[config.mk]
export PLATFORM = sky130hd
export DESIGN_NAME = mini_core
export DESIGN_NICKNAME = d
export VERILOG_FILES = /design/src/rtl/mc_pkg.sv /design/src/rtl/mc_regfile.sv /design/src/rtl/mc_alu.sv /design/src/rtl/mc_branch.sv /design/src/rtl/mini_core.sv
export SDC_FILE = /design/constraint.sdc
export NUM_CORES = 1
export LEC_CHECK = 0
export ABC_CLOCK_PERIOD_IN_PS = 8100
export BUFFER_PORTS_ARGS = -buffer_cell sky130_fd_sc_hd__buf_2
export CAP_MARGIN = 0
export CORE_UTILIZATION = 50
export CTS_BUF_LIST = sky130_fd_sc_hd__clkbuf_4
export DETAILED_ROUTE_END_ITERATION = 8
export PLACE_DENSITY_LB_ADDON = 0.15
export SLEW_MARGIN = 20
export SYNTH_ARGS = -nofsm -noshare
export SYNTH_HDL_FRONTEND = slang
export SYNTH_HIERARCHICAL = 1
export SYNTH_SLANG_ARGS = --single-unit
[constraint.sdc]
create_clock -name clk -period 8.1 [get_ports clk]
set_input_delay 2.43 -clock clk [delete_from_list [all_inputs] [get_ports clk]]
set_output_delay 2.43 -clock clk [all_outputs]
set_load 0.05 [all_outputs]
[src/rtl/mc_pkg.sv]
package mc_pkg;
  localparam int XLEN = 32;
  localparam int NREG = 16;
  localparam int RIDX = $clog2(NREG);
  localparam int IMMW = 16;

  // opcode values, field [31:28]
  localparam logic [3:0] OP_LDI = 4'd0;
  localparam logic [3:0] OP_LD  = 4'd1;
  localparam logic [3:0] OP_ST  = 4'd2;
  localparam logic [3:0] OP_ADD = 4'd3;
  localparam logic [3:0] OP_SUB = 4'd4;
  localparam logic [3:0] OP_JMP = 4'd5;
  localparam logic [3:0] OP_JC  = 4'd6;
  localparam logic [3:0] OP_BR  = 4'd7;

  typedef struct packed {
    logic c;
    logic z;
    logic n;
    logic v;
  } flags_t;

  typedef struct packed {
    logic [XLEN-1:0] res;
    flags_t          fl;
  } alu_out_t;

  function automatic logic [XLEN-1:0] sext_imm(input logic [IMMW-1:0] h);
    return {{(XLEN-IMMW){h[IMMW-1]}}, h};
  endfunction

  // add or subtract via an extended adder; carry out doubles as no-borrow
  function automatic alu_out_t addsub(input logic [XLEN-1:0] a,
                                      input logic [XLEN-1:0] b,
                                      input logic sub);
    alu_out_t o;
    logic [XLEN-1:0] bo;
    logic [XLEN:0]   sum;
    bo   = sub ? ~b : b;
    sum  = {1'b0, a} + {1'b0, bo} + {{XLEN{1'b0}}, sub};
    o.res  = sum[XLEN-1:0];
    o.fl.c = sum[XLEN];
    o.fl.z = (sum[XLEN-1:0] == '0);
    o.fl.n = sum[XLEN-1];
    o.fl.v = (a[XLEN-1] == bo[XLEN-1]) && (sum[XLEN-1] != a[XLEN-1]);
    return o;
  endfunction

  function automatic logic cond_met(input logic [2:0] sel, input flags_t f);
    logic r;
    case (sel)
      3'd0: r = f.z;
      3'd1: r = !f.z;
      3'd2: r = f.c;
      3'd3: r = !f.c;
      3'd4: r = f.n;
      3'd5: r = !f.n;
      3'd6: r = f.v;
      default: r = 1'b1;
    endcase
    return r;
  endfunction
endpackage

[src/rtl/mc_regfile.sv]
module mc_regfile
  import mc_pkg::*;
#(
  parameter int N = NREG,
  parameter int W = XLEN,
  localparam int AW = $clog2(N)
) (
  input  logic          clk,
  input  logic          rst,
  input  logic          we,
  input  logic [AW-1:0] waddr,
  input  logic [W-1:0]  wdata,
  input  logic [AW-1:0] raddr_a,
  input  logic [AW-1:0] raddr_b,
  output logic [W-1:0]  rdata_a,
  output logic [W-1:0]  rdata_b
);
  logic [W-1:0] regs [N];

  for (genvar g = 0; g < N; g++) begin : g_reg
    always_ff @(posedge clk) begin
      if (rst)
        regs[g] <= '0;
      else if (we && (waddr == AW'(g)))
        regs[g] <= wdata;
    end
  end

  assign rdata_a = regs[raddr_a];
  assign rdata_b = regs[raddr_b];
endmodule

[src/rtl/mc_alu.sv]
module mc_alu
  import mc_pkg::*;
(
  input  logic [XLEN-1:0] a,
  input  logic [XLEN-1:0] b,
  input  logic            sub,
  output logic [XLEN-1:0] res,
  output flags_t          fl
);
  alu_out_t o;
  always_comb begin
    o   = addsub(a, b, sub);
    res = o.res;
    fl  = o.fl;
  end
endmodule

[src/rtl/mc_branch.sv]
module mc_branch
  import mc_pkg::*;
(
  input  logic [3:0]      op,
  input  logic [2:0]      cond,
  input  logic [XLEN-1:0] pc,
  input  logic [XLEN-1:0] jreg,
  input  logic [XLEN-1:0] off,
  input  flags_t          fl,
  output logic            redirect,
  output logic [XLEN-1:0] target
);
  always_comb begin
    redirect = (op == OP_JMP) || (op == OP_BR) ||
               ((op == OP_JC) && cond_met(cond, fl));
    target   = (op == OP_BR) ? pc + (off << 2) : jreg;
  end
endmodule

[src/rtl/mini_core.sv]
module mini_core
  import mc_pkg::*;
(
  input  logic        clk,
  input  logic        rst,
  output logic [31:0] imem_addr,
  input  logic [31:0] imem_rdata,
  output logic [31:0] dmem_addr,
  output logic [31:0] dmem_wdata,
  output logic        dmem_we,
  input  logic [31:0] dmem_rdata
);
  logic [XLEN-1:0] pc_q;
  flags_t          flags_q;

  // decoded fields
  logic [3:0]      op;
  logic [RIDX-1:0] rd, ra, rb;
  logic [2:0]      cond;
  logic [XLEN-1:0] imm_x;
  assign op    = imem_rdata[31:28];
  assign rd    = imem_rdata[27:24];
  assign ra    = imem_rdata[23:20];
  assign rb    = imem_rdata[19:16];
  assign cond  = imem_rdata[26:24];
  assign imm_x = sext_imm(imem_rdata[15:0]);

  // named internal events
  logic            undef_op;
  logic            rf_we;
  logic            flag_we;
  logic            redirect;
  logic [XLEN-1:0] target;
  logic [XLEN-1:0] ra_val, rb_val, alu_res, rf_wdata;
  flags_t          alu_fl;

  assign undef_op = op[3];
  assign flag_we  = (op == OP_ADD) || (op == OP_SUB);
  assign rf_we    = (op == OP_LDI) || (op == OP_LD) || flag_we;

  mc_regfile #(.N(NREG), .W(XLEN)) u_rf (
    .clk(clk), .rst(rst), .we(rf_we), .waddr(rd), .wdata(rf_wdata),
    .raddr_a(ra), .raddr_b(rb), .rdata_a(ra_val), .rdata_b(rb_val)
  );

  mc_alu u_alu (
    .a(ra_val), .b(rb_val), .sub(op == OP_SUB), .res(alu_res), .fl(alu_fl)
  );

  mc_branch u_br (
    .op(op), .cond(cond), .pc(pc_q), .jreg(ra_val), .off(imm_x),
    .fl(flags_q), .redirect(redirect), .target(target)
  );

  always_comb begin
    case (op)
      OP_LDI:  rf_wdata = imm_x;
      OP_LD:   rf_wdata = dmem_rdata;
      default: rf_wdata = alu_res;
    endcase
  end

  assign imem_addr  = pc_q;
  assign dmem_addr  = ra_val + imm_x;
  assign dmem_wdata = rb_val;
  assign dmem_we    = (op == OP_ST) && !rst;

  always_ff @(posedge clk) begin
    if (rst) begin
      pc_q    <= '0;
      flags_q <= '0;
    end else begin
      pc_q <= redirect ? target : pc_q + 32'd4;
      if (flag_we)
        flags_q <= alu_fl;
    end
  end


  reset_clear_chk: assert property (@(posedge clk)
    rst |=> (pc_q == '0 && flags_q == '0));


  seq_pc_chk: assert property (@(posedge clk) disable iff (rst)
    !redirect |=> pc_q == $past(pc_q) + 32'd4);


  flags_keep_chk: assert property (@(posedge clk) disable iff (rst)
    !flag_we |=> $stable(flags_q));


  zero_flag_chk: assert property (@(posedge clk) disable iff (rst)
    flag_we |=> (flags_q.z == ($past(alu_res) == '0)));


  always_taken_chk: assert property (@(posedge clk) disable iff (rst)
    (op == OP_JC && cond == 3'd7) |-> redirect);


  undef_quiet_chk: assert property (@(posedge clk) disable iff (rst)
    undef_op |-> (!rf_we && !dmem_we && !redirect));
endmodule

* Word-level counts from Yosys, hierarchy flattened
Memories as Yosys holds them, arrays and structs flattened. Cells that the tools add are included.
Word-level totals: latch bits 0, memory bits (writable) 512, output and inout port bits 97, word-level logic and storage cells 161, ROM bits 0, bits in registers 36, memories 1
Memory list:
- u_rf.regs | words 16, width 32, rd ports 2, clocked after memory_dff 0, wr ports 16, RTL line mc_regfile.sv:18 | logic [W-1:0] regs [N];
Cells by class: bitwise gates (word level) 17, eq/ne operators 30, shift operators 0, add/sub/neg operators 5, muxes and demuxes 71, div/mod/pow operators 0, multiply operators 0, reductions and logical operators 32, magnitude comparators 0
Operator list (number):
- two-way mux 32 bit | 19
- adder 32 bit | 2
- one-hot mux 32 bit (2 select lines) | 1
- two-way mux 1 bit | 50
- adder 32 x 32 -> 33 bit | 1
- adder 33 x 1 -> 33 bit | 1
- adder 32 x 3 -> 32 bit, second input constant | 1
- equality test 4 x 3 -> 1 bit, second input constant | 8
- equality test 4 bit, second input constant | 8
- logical NOT 32 bit | 1
- inverter 32 bit | 1
- logical AND 1 bit | 19
- equality test 4 x 2 -> 1 bit, second input constant | 4
- OR 1 bit | 16
- equality test 3 bit, second input constant | 3
- equality test 4 x 1 -> 1 bit, second input constant | 2
- logical NOT 4 bit | 2
- one-hot mux 1 bit (7 select lines) | 1
- equality test 3 x 2 -> 1 bit, second input constant | 2
- logical OR 1 bit | 5
- logical NOT 1 bit | 4
- equality test 3 x 1 -> 1 bit, second input constant | 1
- logical NOT 3 bit | 1
- equality test 1 bit | 1
- != test 1 bit | 1

* Depth between registers and ports, before layout
word-level depth 8, mapped depth 20, depth with buffers taken out 17

* By module
Netlist, hierarchy kept.
Modules (own cells, without submodules):
- mc_regfile | sequential area each 15374.7 µm², cells each 1696, area each 26596.8 µm², times used 1
- mini_core | sequential area each 720.7 µm², cells each 541, area each 4006.3 µm², times used 1
- mc_alu | sequential area each 0.0 µm², cells each 376, area each 2681.3 µm², times used 1
- mc_branch | sequential area each 0.0 µm², cells each 320, area each 2117.0 µm², times used 1

* Worst setup path after synthesis
No wires, ideal clock.
kind input-to-output, start in imem_rdata[20], end out dmem_addr[28], path slack -0.708 ns, arrival 6.378 ns, stages on the path 14, required time 5.670 ns, path through buf_2 -> buf_2 -> mux4_2 -> a22oi_1 -> nand2_1 -> ha_1 -> fa_1 -> a21oi_2 -> o21ai_1 -> a221o_1 -> a41o_1 -> a31oi_2 -> o32ai_1 -> xor2_1
On the way: longest elaborated chain between the ends 2
RTL lines:
- from (decl) | RTL line mini_core.sv:7 | input logic [31:0] imem_rdata,
- memory (16 x 32 bit)
- net ra_val[0] | RTL line mini_core.sv:34 | logic [XLEN-1:0] ra_val, rb_val, alu_res, rf_wdata;
- adder 32 bit | RTL line mini_core.sv:64 | assign dmem_addr = ra_val + imm_x;
- to (decl) | RTL line mini_core.sv:8 | output logic [31:0] dmem_addr,
The timed path passes the listed nets, and every way through them passes these cells.

* Final worst setup path
start in imem_rdata[21], end out dmem_addr[18]
Same word-level chain as after synthesis.

==> results.json <==
{
  "yosysTopAreaCell": "edfxtp_1",
  "relSlewSlack": 0.239,
  "min_path_type": "flop to flop",
  "worstSkewPairLatency_ns": 1.00,
  "yosysWarnings": 6,
  "tritoncts": "done",
  "rr_startpoint": "u_rf/regs[10][13]$_SDFFCE_PN0P_",
  "dr.pass1.iters": 5,
  "drv_cap": 0,
  "fill_cells": 5587,
  "drive_above_1_share": 0.351,
  "min-delay-start": "flags_q[3]$_SDFFE_PP0P_",
  "critical_path_buf_inv_count": 5,
  "dr_wl_met2_um": 61300,
  "grt_antenna_before_repair": 5,
  "outcome": "complete, but fails checks",
  "viasPerCell": 6.52,
  "grt_pass1_vias": 28600,
  "synth.avg_cell_area_um2": 12.1,
  "drc": 0,
  "cp-startpoint": "imem_rdata[21]",
  "synth-edff-count": 512,
  "fin_area_um2": 42400,
  "io_pins": 163,
  "skew_ns": 0.0747,
  "die_w_um": 268,
  "multi_input_comb_area_um2": 19500,
  "root_buffer": "clkbuf_4",
  "drt_wl_total_um": 127000,
  "cp_common_cell": "buf_4",
  "areaGrowthSynthToFinish_pct": 19.8,
  "core-area_um2": 70000,
  "violations": "negative setup slack",
  "crit_type": "input port to primary output",
  "power_density_nw_per_um2": 199,
  "finalNonFillerCells": 4350,
  "hpwl_um": 85300,
  "dpl-instance-area_um2": 39200,
  "ctsHtreeMaxLevel": 4,
  "path_clk_slew_ns": 0.07,
  "synth_top_cell_area_share": 0.434,
  "ir_worst_vdd_mv": 0.119,
  "cts_buffer_depth": 3,
  "power.leakage_nw": 16.6,
  "power_mw": 8.43,
  "fin_tns_setup_ns": -0.136,
  "worst_pin_slew_ns": 1.14,
  "seq_area_um2": 16100,
  "post-place-cells": 4073,
  "die-area_um2": 71900,
  "synth_top_flop_cell": "edfxtp_1",
  "grt-ovfl-total": 0,
  "synth_area_leaders": "edfxtp_1, mux4_2, and2_1",
  "drt_iter0_markers": 3154,
  "initial_utilization": 0.506,
  "critical_path.max_stage_delay_ns": 0.32,
  "cp.required_ns": 5.67,
  "min_period_over_period": 1.01,
  "vias": 28400,
  "cts_sinks": 548,
  "synth_cells": 2933,
  "hold_violations": 0,
  "ys_seq_elements": 548,
  "ctsHoldBuffers": 0,
  "dr.max_layer_used": "met5",
  "grt_usage": 0.355,
  "maxSlewViolCount": 0,
  "critical-path-slowest-cell": "a22oi_1",
  "wire_per_inst_um": 29.2,
  "worstPathCellList": "buf_4 > buf_4 > buf_12 > mux4_2 > a22oi_1 > nand2_2 > ha_4 > buf_4 > and2_1 > a21o_1 > a41o_4 > a211o_1 > a21oi_4 > xnor2_4 > buf_6",
  "nets": 3476,
  "r2r_slack_ns": 2.75,
  "async_flop_share": 0,
  "crit_path_end_kind": "primary output",
  "rsz0062_at_grt": "true",
  "syn_nets": 3097,
  "grt_max_degree": 42,
  "period_needed_ns": 8.19,
  "io_buffers": 162,
  "wl_met3_um": 14400,
  "gp_congestion": 0.927,
  "synth_cell_type_count": 107,
  "worst_slack_ns": -0.0853,
  "max_freq_mhz": 122,
  "final_antenna_net_count": 0,
  "wl_met1_um": 46100,
  "die_h_um": 268,
  "numCtsBuffers": 152,
  "seq_area_frac_synth": 0.455,
  "num_rows": 97,
  "synth_area_um2": 35400,
  "crit_arrival_ns": 5.76,
  "finalSetupViolCount": 3,
  "path_delay_family": "compound AO/OA/AOI/OAI gates",
  "crit_fanout": 22,
  "grt_pass1_wl_um": 183000,
  "critPathLaunchType": "input port"
}
==> worst register-to-register path: stages (launching register included) <==
cell and delay (ns):
edfxtp_1 0.42, mux4_2 0.49, a22oi_1 0.31, nand2_1 0.26, xor2_1 0.23, ha_1 0.33
a21oi_1 0.43, o21ai_0 0.28, a21oi_1 0.62, o311ai_0 0.26, o211a_1 0.25, nor4_1 0.47
nand4_1 0.35, nor4b_2 0.30, mux2i_1 0.11, nor2_1 0.13
==> cell usage after synthesis (9+ instances only) <==
cell type	instances
a211oi_1	9
and2_1	521
mux4_2	256
nand3_1	51
buf_2	38
xnor2_1	51
a21o_1	35
ha_1	95
and3_1	14
nor3_1	26
clkbuf_2	12
clkbuf_1	161
o21ai_0	55
o21ai_1	11
o31ai_1	9
xor2_1	76
nand2_1	193
nor2_1	133
o21a_1	15
dfxtp_1	36
a22oi_1	129
mux2i_1	17
nor2b_1	16
o221a_2	14
a21oi_1	151
o211ai_1	10
nand2b_1	11
edfxtp_1	512
nand4_1	28
o21bai_1	30
nand3b_1	19
inv_1	22
==> state kept, by name, summed over array words and instances, names as in the netlist <==
signal	cells
u_rf/regs	512
imem_addr	32
flags_q	4
==> metal layers <==
layer  global-route usage  vias to the layer above
met5                    0                        -
met4                0.150                        2
met3               0.0937                      374
met2                0.584                     1873
met1                0.442                    14100
li1                     -                    12000
==> area by class of cell <==
type / instances / area share
sequential: 548 / 0.379
clock buffer: 215 / 0.0380
multi-input combinational: 2135 / 0.460
tap: 940 / 0.0277
antenna: 2 / 0.000118
inverter: 23 / 0.00206
timing repair buffer: 452 / 0.0880
clock inverter: 35 / 0.00501
==> cells by family after synthesis <==
| logic type | synth area share |
|---|---|
| mux | 0.168 |
| xor+xnor | 0.0319 |
| compound gates | 0.109 |
| buf+inv | 0.0300 |
| flops | 0.455 |
| fa+ha+maj | 0.0353 |
| simple gates | 0.171 |
==> report_power, final <==
group          total (mW)  internal (mW)  switching [mW]
logic                2.69          0.990            1.70
registers            3.28           3.21          0.0718
clock network        2.47           1.23            1.24
total                8.43           5.42            3.01
==> stage by stage <==
stage	utilization	setup slack, ns	hold slack [ns]
floorplan	-	-0.172	0.452
global placement	0.560	-0.517	0.481
detailed placement	0.560	-0.558	0.490
CTS	0.599	-0.127	0.506
global route	0.606	-0.164	0.547
finish	0.606	-0.0853	0.503
==> repair_timing <==
item,4_1_cts,5_1_grt
pin swaps,34,53
gates cloned,6,2
gates resized for setup,130,70
endpoints found under the setup margin,24,23
hold endpoints to repair,0,0
buffers inserted,11,9
==> worst paths after layout <==
check,end,depth (start not counted)
worst max register to register,flags_q[2]$_SDFFE_PP0P_,15
worst max-delay path,dmem_addr[18],15
worst min register to register,flags_q[3]$_SDFFE_PP0P_,2
worst min-delay path,flags_q[3]$_SDFFE_PP0P_,2
==> cells in the final DEF (no fill, tap or decap), types with 27 or more instances in the layout <==
master    synthesis  final
a21o_1           35     35
a21oi_1         151    139
a22oi_1         129     91
a22oi_2           0     38
and2_1          521    519
buf_12            0     27
buf_2            38    140
buf_4             5    244
clkbuf_4          0    218
dfxtp_1          36     36
edfxtp_1        512    512
ha_1             95     75
mux4_2          256    256
nand2_1         193    170
nand3_1          51     48
nand4_1          28     28
nor2_1          133    116
o21ai_0          55     49
xnor2_1          51     42
xor2_1           76     68
Note: power is estimated with default switching activity, not from simulation.
